<file path="src/rtl/dcl_pkg.sv">
package dcl_pkg;

    // Controller states of the chain loader.
    typedef enum logic [2:0] {
        ST_IDLE   = 3'd0,
        ST_LOW    = 3'd1,
        ST_HIGH   = 3'd2,
        ST_ARM    = 3'd3,
        ST_STROBE = 3'd4,
        ST_DONE   = 3'd5,
        ST_CLEAR  = 3'd6
    } dcl_state_e;

    // True for the states that hold the serial clock high.
    function automatic logic clk_high(input dcl_state_e s);
        return (s == ST_HIGH) || (s == ST_STROBE);
    endfunction

endpackage

</file>
<file path="src/rtl/dcl_phase_timer.sv">
module dcl_phase_timer #(
    parameter int unsigned CNT_W = 6
) (
    input  logic             clk,
    input  logic             rst_n,
    input  logic             restart,
    input  logic [CNT_W-1:0] reload,
    output logic             expired
);

    logic [CNT_W-1:0] cnt_q;

    // Loaded with length-1 on each state change, then counts down to zero.
    always_ff @(posedge clk or negedge rst_n) begin
        if (!rst_n) begin
            cnt_q <= '0;
        end else if (restart) begin
            cnt_q <= reload;
        end else if (cnt_q != '0) begin
            cnt_q <= cnt_q - 1'b1;
        end
    end

    assign expired = (cnt_q == '0);

endmodule

</file>
<file path="src/rtl/dcl_word_shifter.sv">
module dcl_word_shifter #(
    parameter int unsigned WORD_W = 16,
    parameter int unsigned N_DEV  = 3
) (
    input  logic              clk,
    input  logic              rst_n,
    input  logic              push,
    input  logic [WORD_W-1:0] push_word,
    input  logic              advance,
    output logic              ser_bit
);

    // One slot per converter.
    // A push moves every word one slot up, so the first word taken ends in
    // the top slot. An advance moves the whole chain left by one bit, with
    // each slot feeding its MSB into the slot above.
    genvar g;
    generate
        for (g = 0; g < N_DEV; g++) begin : g_slot
            logic [WORD_W-1:0] word_q;
            logic [WORD_W-1:0] fill_src;
            logic              carry_in;

            if (g == 0) begin : g_head
                assign fill_src = push_word;
                assign carry_in = 1'b0;
            end else begin : g_tail
                assign fill_src = g_slot[g-1].word_q;
                assign carry_in = g_slot[g-1].word_q[WORD_W-1];
            end

            always_ff @(posedge clk or negedge rst_n) begin
                if (!rst_n) begin
                    word_q <= '0;
                end else if (push) begin
                    word_q <= fill_src;
                end else if (advance) begin
                    word_q <= {word_q[WORD_W-2:0], carry_in};
                end
            end
        end
    endgenerate

    assign ser_bit = g_slot[N_DEV-1].word_q[WORD_W-1];

endmodule

</file>
<file path="src/rtl/dcl_fsm.sv">
module dcl_fsm
    import dcl_pkg::*;
#(
    parameter int unsigned N_DEV    = 3,
    parameter int unsigned WORD_W   = 16,
    parameter int unsigned HALF_CYC = 13,
    parameter int unsigned CLR_CYC  = 50,
    parameter int unsigned CNT_W    = 6
) (
    input  logic             clk,
    input  logic             rst_n,
    input  logic             in_valid,
    input  logic             clr_req,
    input  logic             phase_end,
    output logic             in_ready,
    output logic             push,
    output logic             advance,
    output logic             timer_restart,
    output logic [CNT_W-1:0] timer_reload,
    output logic             sclk,
    output logic             shift_n,
    output logic             update_n,
    output logic             clr_n,
    output logic             done
);

    localparam int unsigned TOTAL_BITS = N_DEV * WORD_W;
    localparam int unsigned BIT_W      = $clog2(TOTAL_BITS);
    localparam int unsigned WCNT_W     = $clog2(N_DEV + 1);

    dcl_state_e        state_q, state_d;
    logic [WCNT_W-1:0] word_cnt_q;
    logic [BIT_W-1:0]  bit_cnt_q;
    logic              full;
    logic              last_bit;

    assign full     = (word_cnt_q == WCNT_W'(N_DEV));
    assign last_bit = (bit_cnt_q == BIT_W'(TOTAL_BITS - 1));
    assign in_ready = (state_q == ST_IDLE) && !full;
    assign push     = in_valid && in_ready;
    assign advance  = (state_q == ST_HIGH) && phase_end && !last_bit;

    // State register
    always_ff @(posedge clk or negedge rst_n) begin
        if (!rst_n) begin
            state_q <= ST_IDLE;
        end else begin
            state_q <= state_d;
        end
    end

    // Transitions
    always_comb begin
        state_d = state_q;
        unique case (state_q)
            ST_IDLE: begin
                if (clr_req) begin
                    state_d = ST_CLEAR;
                end else if (full) begin
                    state_d = ST_LOW;
                end
            end
            ST_LOW:    if (phase_end) state_d = ST_HIGH;
            ST_HIGH:   if (phase_end) state_d = last_bit ? ST_ARM : ST_LOW;
            ST_ARM:    if (phase_end) state_d = ST_STROBE;
            ST_STROBE: if (phase_end) state_d = ST_DONE;
            ST_DONE:   state_d = ST_IDLE;
            ST_CLEAR:  if (phase_end) state_d = ST_IDLE;
            default:   state_d = ST_IDLE;
        endcase
    end

    // Every state change starts a fresh phase; only the clear has its own length.
    assign timer_restart = (state_d != state_q);
    assign timer_reload  = (state_d == ST_CLEAR) ? CNT_W'(CLR_CYC - 1)
                                                 : CNT_W'(HALF_CYC - 1);

    // Words held; emptied once the update strobe has been issued.
    always_ff @(posedge clk or negedge rst_n) begin
        if (!rst_n) begin
            word_cnt_q <= '0;
        end else if (state_q == ST_DONE) begin
            word_cnt_q <= '0;
        end else if (push) begin
            word_cnt_q <= word_cnt_q + 1'b1;
        end
    end

    // Position in the burst; rewound while idle.
    always_ff @(posedge clk or negedge rst_n) begin
        if (!rst_n) begin
            bit_cnt_q <= '0;
        end else if (state_q == ST_IDLE) begin
            bit_cnt_q <= '0;
        end else if (advance) begin
            bit_cnt_q <= bit_cnt_q + 1'b1;
        end
    end

    // Chain lines registered from the next state, so the pins carry no decode glitches.
    always_ff @(posedge clk or negedge rst_n) begin
        if (!rst_n) begin
            sclk     <= 1'b0;
            shift_n  <= 1'b1;
            update_n <= 1'b1;
            clr_n    <= 1'b1;
            done     <= 1'b0;
        end else begin
            sclk     <= clk_high(state_d);
            shift_n  <= !((state_d == ST_LOW) || (state_d == ST_HIGH));
            update_n <= !((state_d == ST_ARM) || (state_d == ST_STROBE));
            clr_n    <= (state_d != ST_CLEAR);
            done     <= (state_d == ST_DONE);
        end
    end

endmodule

</file>
<file path="src/rtl/dac_chain_loader.sv">
module dac_chain_loader #(
    parameter int unsigned N_DEV    = 3,
    parameter int unsigned WORD_W   = 16,
    parameter int unsigned HALF_CYC = 13,
    parameter int unsigned CLR_CYC  = 50
) (
    input  logic              clk,
    input  logic              rst_n,
    input  logic              in_valid,
    input  logic [WORD_W-1:0] in_data,
    output logic              in_ready,
    input  logic              clr_req,
    output logic              dac_sclk,
    output logic              dac_sdata,
    output logic              dac_shift_n,
    output logic              dac_update_n,
    output logic              dac_clr_n,
    output logic              done
);

    localparam int unsigned LONGEST = (HALF_CYC > CLR_CYC) ? HALF_CYC : CLR_CYC;
    localparam int unsigned CNT_W   = $clog2(LONGEST + 1);

    logic             push;
    logic             advance;
    logic             timer_restart;
    logic [CNT_W-1:0] timer_reload;
    logic             phase_end;

    dcl_fsm #(
        .N_DEV    (N_DEV),
        .WORD_W   (WORD_W),
        .HALF_CYC (HALF_CYC),
        .CLR_CYC  (CLR_CYC),
        .CNT_W    (CNT_W)
    ) u_fsm (
        .clk           (clk),
        .rst_n         (rst_n),
        .in_valid      (in_valid),
        .clr_req       (clr_req),
        .phase_end     (phase_end),
        .in_ready      (in_ready),
        .push          (push),
        .advance       (advance),
        .timer_restart (timer_restart),
        .timer_reload  (timer_reload),
        .sclk          (dac_sclk),
        .shift_n       (dac_shift_n),
        .update_n      (dac_update_n),
        .clr_n         (dac_clr_n),
        .done          (done)
    );

    dcl_phase_timer #(
        .CNT_W (CNT_W)
    ) u_timer (
        .clk     (clk),
        .rst_n   (rst_n),
        .restart (timer_restart),
        .reload  (timer_reload),
        .expired (phase_end)
    );

    dcl_word_shifter #(
        .WORD_W (WORD_W),
        .N_DEV  (N_DEV)
    ) u_shifter (
        .clk       (clk),
        .rst_n     (rst_n),
        .push      (push),
        .push_word (in_data),
        .advance   (advance),
        .ser_bit   (dac_sdata)
    );

endmodule

</file>
<file path="config.mk">
export PLATFORM = sky130hd
export DESIGN_NAME = dac_chain_loader
export DESIGN_NICKNAME = d
export VERILOG_FILES = /design/src/rtl/dcl_pkg.sv /design/src/rtl/dcl_phase_timer.sv /design/src/rtl/dcl_word_shifter.sv /design/src/rtl/dcl_fsm.sv /design/src/rtl/dac_chain_loader.sv
export SDC_FILE = /design/constraint.sdc
export NUM_CORES = 1
export LEC_CHECK = 0
export BUFFER_PORTS_ARGS = -buffer_cell sky130_fd_sc_hd__buf_4
export CAP_MARGIN = 5
export CORE_ASPECT_RATIO = 1.25
export CORE_UTILIZATION = 54
export DETAILED_ROUTE_END_ITERATION = 12
export PLACE_DENSITY = 0.87
export SLEW_MARGIN = 10
export SYNTH_ARGS = -nofsm -noshare
export SYNTH_HDL_FRONTEND = slang
export SYNTH_SLANG_ARGS = --single-unit
</file>
<file path="constraint.sdc">
create_clock -name clk -period 2.05 [get_ports clk]
set_clock_uncertainty 0.1 [all_clocks]
set_input_delay 0.41 -clock clk [delete_from_list [all_inputs] [get_ports clk]]
set_output_delay 0.41 -clock clk [all_outputs]
set_load 0.01 [all_outputs]
</file>
==> flow_metrics.tcl, run 1 <==
set metrics [dict create \
    synth_fp_nets 359 \
    ys_seq_area_frac 0.511 \
    finalWirelength_mm 8.99 \
    ant_nets 0 \
    rows 32 \
    final_layout_size_suffix_gt1_frac 0.305 \
    cts_tree "built" \
    postLayoutSetupSlackWorst_ps -317 \
    violations "setup timing" \
    grt_overflow 0 \
    fin_nets 419 \
    worst-path-max-fanout 6 \
    multi_input_area_um2 1760 \
    numCtsBuffers 9 \
    reg2reg_depth 10 \
    antenna_found_initial 0 \
    crit_arrival_ps 2490 \
    n_antenna_cell 0 \
    cp-end-kind "flop" \
    timing.final.crit_share 1.15 \
    nFillCells 412 \
    ys_ff_latch 70 \
    reg2reg_slack_ps -320 \
    grt_pass1_wl_mm 13.8 \
    syn_inst 335 \
    path_cells "inv_2 -> ha_4 -> or4b_4 -> buf_6 -> nor2_4 -> nand2_4 -> buf_12 -> clkbuf_16 -> mux2i_1 -> o21ai_1" \
    max-slew-margin-rel 0.644 \
    drt-initial-drc-count 221 \
    io-pin-count 27 \
    gp_congestion 0.856 \
    area.growth.synth_to_final_pct 34.5 \
    cts_buffer_depth 2 \
    port_buffers 26 \
    track_usage 0.275 \
    r2r-start "u_timer.cnt_q[1]" \
    cellLeakagePower_nw 2.15 \
    hold_path_class "input pin to flop" \
    stdcell_count 485 \
    rsz0062_at_grt "true" \
    insertion_delay_ps 340 \
    crit_path_end "u_shifter.g_slot[1].word_q[7]" \
    power.density_nw_per_um2 1230 \
    dieWidth_um 73.3 \
    clkTransAtPathRegs_ps 80 \
    cpMaxStageDelayCell "or4b_4" \
    grt_pass1_vias 2886 \
    core_um2 6170 \
    reg2reg_to "u_shifter.g_slot[1].word_q[7]" \
    vias_per_cell 5.74 \
    synth_warnings 0 \
    crit_path_start "u_timer.cnt_q[1]" \
    required_ps 2180 \
    h-tree-depth 3 \
    cap_violations 0 \
    max_stage_delay_ps 490 \
    die_h_um 91.2 \
    startpoint_type "flop" \
    worst_pin_slew_ps 529 \
    synth.cell_area_um2 3430 \
    final_hold_viol_count 0 \
    dp_cells 451 \
    layout.area.seq_um2 1760 \
    setup_viol 63 \
    cts_num_sinks 70 \
    slew_violations 0 \
    dieArea_um2 6680 \
    synth.avg_cell_area_um2 10.2 \
    ys_types 45 \
    post_drt_wl_per_cell_um 18.5 \
    drt-pass1-iter-count 4 \
    num_vias 2785 \
    layout_min_cycle_time_ps 2370 \
    cts-root-buf "clkbuf_8" \
    status "finished, violations left" \
    grt_max_degree 54 \
    worstSetupPathType "flop to flop" \
    finalSetupTns_ps -10800 \
    drc 0 \
    dp_hpwl_mm 4.60 \
    initial_utilization 0.557 \
    ir_worst_vdd_mv 0.868 \
    fmax_ghz 0.422 \
]
-- layout make-up --
class                   instances  share of cell area
multi-input cells             239               0.381
flip-flops and latches         70               0.380
repair buffers                 69               0.157
clock buffers                  11              0.0306
clock inverters                 5              0.0230
well taps                      85              0.0230
inverters                       6             0.00488
-- layout by cell type, fill, tap and decap left out, drive strengths merged, types with 3 or more instances in the layout --
cell type   n
o21ai      53
nand4       3
clkbuf     14
nand2      59
nand3       4
bufinv      3
buf        65
xor2        8
nor4        3
a21oi       3
dfstp       3
nor2       17
ha          4
inv         6
nor3        3
mux2i      51
dfrtp      67
a21boi      3
and2        3
-- per-layer routing --
| metal | track usage | vias to the layer above | part of all wire |
|---|---|---|---|
| met3 | 0.0610 | 28 | 0.039 |
| met2 | 0.498 | 105 | 0.54 |
| met4 | 0.106 | 0 | 0.032 |
| met5 | 0 | - | 0 |
| li1 | - | 1289 | - |
| met1 | 0.306 | 1363 | 0.39 |
-- critical path, delay by kind of cell (launching register included) --
kind            cells  cell delay [ps]
simple gates        3              730
buf+inv             4              600
flops               1              400
mux                 1              200
fa+ha+maj           1              130
compound gates      1               90
-- worst min path at each step --
stage                from                       endpoint  slack, ps  depth (start not counted)
2_1_floorplan       rst_n             u_fsm.bit_cnt_q[0]         10                          0
3_3_place_gp        rst_n               u_timer.cnt_q[4]        320                          1
3_5_place_dp        rst_n  u_shifter.g_slot[2].word_q[8]        330                          1
4_1_cts        in_data[7]  u_shifter.g_slot[0].word_q[7]        160                          3
5_1_grt        in_data[2]  u_shifter.g_slot[0].word_q[2]        170                          3
6_report       in_data[2]  u_shifter.g_slot[0].word_q[2]        170                          3
-- flip-flops by register name, indices dropped and copies added, names as in the netlist --
| register | count |
|---|---|
| u_fsm.state_q | 3 |
| u_fsm.clr_n | 1 |
| u_fsm.done | 1 |
| u_fsm.bit_cnt_q | 6 |
| u_fsm.shift_n | 1 |
| u_shifter.g_slot.word_q | 48 |
| u_fsm.sclk | 1 |
| u_timer.cnt_q | 6 |
| u_fsm.update_n | 1 |
| u_fsm.word_cnt_q | 2 |
-- power by group --
group	switching, mW	total, mW	internal (mW)
logic	0.980	2.02	1.04
registers	0.417	2.29	1.87
clock network	0.523	1.37	0.844
total	1.92	5.67	3.75
-- logic make-up after synthesis --
group,Yosys count,share of synthesized area
AOI/OAI and AO/OA,70,0.122
muxes,51,0.149
DFF,70,0.511
and+or+nand+nor,104,0.141
xor gates and xnor gates,10,0.0255
adders and majority gates,4,0.0146
buffers and inverters,26,0.0375
-- timing repair --
action                                 4_1_cts  5_1_grt
hold buffers                                 1        0
pin swaps                                   15       12
setup endpoints to repair                   66       66
setup buffers                               15        3
cloned                                       3        4
gates resized for setup                     66       18
endpoints found under the hold margin       35        0
-- synth_stat cells (all sizes together) --
master,number,area (µm²)
dfrtp,67,1680
nand2,59,224
o21ai,53,265
mux2i,51,510
nor2,17,66.3
buf,12,76.3
clkbuf,8,30.0
xor2,8,70.1
inv,6,22.5
ha,4,50.1
nand3,4,20.0
a21boi,3,22.5
a21oi,3,15.0
and2,3,18.8
dfstp,3,78.8
nand4,3,18.8
nor3,3,15.0
nor4,3,18.8
a221oi,2,30.0
a31o,2,17.5
o32ai,2,17.5
or2b,2,16.3
or4b,2,23.8
xnor2,2,17.5
a2111oi,1,15.0
a211oi,1,7.51
a21bo,1,10.0
and3,1,6.26
and4b,1,10.0
and4bb,1,12.5
nand2b,1,6.26
nor2b,1,6.26
nor3b,1,7.51
o211a,1,10.0
o21bai,1,7.51
or2,1,6.26
or3,1,6.26
-- metrics by stage --
step / power (mW) / utilization / setup slack, ps / hold slack, ps / area (µm²)
2_1_floorplan: 3.09 / - / -162 / 14.4 / 3470
3_3_place_gp: 3.61 / 0.634 / -153 / 316 / 3910
3_5_place_dp: 3.73 / 0.634 / -284 / 329 / 3910
4_1_cts: 5.47 / 0.728 / -197 / 163 / 4490
5_1_grt: 5.96 / 0.749 / -378 / 169 / 4620
6_report: 5.67 / 0.749 / -317 / 172 / 4620
Note: power is estimated with default switching activity, not from simulation.
==> run 2: changes to the inputs <==
--- a/config.mk
+++ b/config.mk
@@ -7,10 +7,12 @@
 export LEC_CHECK = 0
 export BUFFER_PORTS_ARGS = -buffer_cell sky130_fd_sc_hd__buf_4
 export CAP_MARGIN = 5
+export CELL_PAD_IN_SITES_DETAIL_PLACEMENT = 0
+export CELL_PAD_IN_SITES_GLOBAL_PLACEMENT = 1
 export CORE_ASPECT_RATIO = 1.25
-export CORE_UTILIZATION = 54
+export CORE_UTILIZATION = 47
 export DETAILED_ROUTE_END_ITERATION = 12
-export PLACE_DENSITY = 0.87
+export PLACE_DENSITY = 0.9
 export SLEW_MARGIN = 10
 export SYNTH_ARGS = -nofsm -noshare
 export SYNTH_HDL_FRONTEND = slang
==> constraint.sdc (replaced) <==
create_clock -name clk -period 2.7 [get_ports clk]
set_clock_uncertainty 0.1 [all_clocks]
set_input_delay 0.54 -clock clk [delete_from_list [all_inputs] [get_ports clk]]
set_output_delay 0.54 -clock clk [all_outputs]
set_load 0.01 [all_outputs]
==> run 2 against run 1 <==
Effect of this change:
- first-iteration DRC count is 60% lower
- sequential share of layout area is 6.0 points higher
- the run now ends clean
- critical endpoint is now u_fsm.sclk
- non-clock buffer count is 31 lower
- count of clock-buffer cells in the layout stayed put
==> flow_metrics.tcl, run 2 (same netlist as run 1, synthesis figures left out) <==
set metrics [dict create \
    grt_pass1_wl_mm 10.9 \
    worst_pin_slew_ps 871 \
    grt_overflow 0 \
    final_layout_size_suffix_gt1_frac 0.190 \
    cts-root-buf "clkbuf_8" \
    n_antenna_cell 0 \
    status "complete, no violations" \
    rows 34 \
    hold_path_class "input pin to asynchronous set/reset pin" \
    met1_usage 0.224 \
    layout_min_cycle_time_ps 2400 \
    cts_buffer_depth 2 \
    mostFrequentLayoutCell "dfrtp_1" \
    placed_cell_area_um2 3770 \
    ir_worst_vdd_mv 0.400 \
    cts_hold_buf 0 \
    required_ps 2880 \
    biggestRegsByFlops "u_shifter.g_slot.word_q x48, u_fsm.bit_cnt_q x6, u_timer.cnt_q x6" \
    cellLeakagePower_nw 1.91 \
    core_um2 7020 \
    dieArea_um2 7650 \
    dp_cells 443 \
    ant_nets 0 \
    worst-path-max-fanout 5 \
    max-slew-margin-rel 0.420 \
    num_vias 2418 \
    initial_utilization 0.489 \
    cts_num_sinks 70 \
    slew_violations 0 \
    io-pin-count 27 \
    setup_viol 0 \
    h-tree-depth 3 \
    antenna_found_initial 0 \
    grt_pass1_vias 2442 \
    regMostFlops "u_shifter.g_slot.word_q" \
    dp_hpwl_mm 4.02 \
    largest_register_ff_count 48 \
    port_buffers 26 \
    multi_input_area_um2 1550 \
    power.density_nw_per_um2 888 \
    timing.final.crit_share 0.890 \
    fin_nets 388 \
    finalSetupTns_ps 0 \
    vias_per_cell 5.27 \
    startpoint_type "flop" \
    gp_congestion 0.816 \
    drt-initial-drc-count 89 \
    cp-end-kind "flop" \
    nFillCells 630 \
    post_cts_buffers 0 \
    finalWirelength_mm 6.18 \
    grt_max_degree 71 \
    area.growth.synth_to_final_pct 16.2 \
    clkTransAtPathRegs_ps 80 \
    die_h_um 97.6 \
    worstSetupPathType "flop to flop" \
    rsz0062_at_grt "false" \
    post_cts_resize_count 0 \
    finish.instance_area_um2 3990 \
    drt-pass1-iter-count 4 \
    dieWidth_um 78.4 \
    grt_busiest_layer "met2" \
    grtUsageMet2 0.303 \
    reg2reg_depth 7 \
    cts_tree "built" \
    cap_violations 0 \
    post_drt_wl_per_cell_um 13.5 \
    fmax_ghz 0.416 \
    whs_ps 216 \
    grtUsageMet3 0.0526 \
    crit_arrival_ps 2580 \
    layout.area.seq_um2 1760 \
    final_hold_viol_count 0 \
    stdcell_count 459 \
    numCtsBuffers 9 \
    drc 0 \
    track_usage 0.181 \
    insertion_delay_ps 340 \
    final_cell_mix "dfrtp_1, nand2_1, mux2i_1" \
]
-- run 2: cell types whose count changed in the layout (fill, tap and decap cells not counted), moves of 5 or more --
cell	delta
buf_6	-8
mux2i_1	+8
buf_4	-13
mux2i_2	-5
o21ai_1	-34
o21ai_0	+35
-- run 2: final timing paths --
kind / startpoint / to / slack (ps)
min in group clk: in_data[8] / u_shifter.g_slot[0].word_q[8] / 300
hold reg to reg: u_shifter.g_slot[1].word_q[14] / u_shifter.g_slot[2].word_q[14] / 410
setup / recovery: u_timer.cnt_q[0] / u_fsm.sclk / 300
hold / removal: rst_n / u_timer.cnt_q[4] / 220
setup reg to reg: u_timer.cnt_q[0] / u_fsm.sclk / 300
max in group asynchronous: rst_n / u_shifter.g_slot[2].word_q[8] / 1720
-- run 2: per-layer routing --
layer	part of all wire	vias up
met5	0	-
met4	0.012	0
met3	0.033	8
met2	0.51	39
met1	0.45	1151
li1	-	1220
-- run 2: power breakdown --
group	total (mW)	switching [mW]	internal, mW
Combinational	0.935	0.473	0.462
Sequential	1.67	0.261	1.41
Clock	0.933	0.385	0.547
Total	3.54	1.12	2.42
-- run 2: metrics by stage --
step,power (mW),setup WS [ps],util
4_1_cts,3.58,305,0.568
3_3_place_gp,2.59,448,0.537
2_1_floorplan,2.31,462,-
3_5_place_dp,2.63,313,0.537
6_report,3.54,298,0.568
5_1_grt,3.80,168,0.568
-- run 2: worst max-delay path, stage by stage (launching register included) --
cell	delay [ps]
dfrtp_1	420
inv_1	120
ha_1	160
or4b_4	490
or2_0	290
a221oi_2	370
nand4_1	160
a21bo_1	230
-- run 2: layout make-up --
type                    instances  area share
clock buffers                  11      0.0354
well taps                      90      0.0282
multi-input cells             239       0.389
flip-flops and latches         70       0.440
repair buffers                 38      0.0809
clock inverters                 5      0.0207
inverters                       6     0.00564
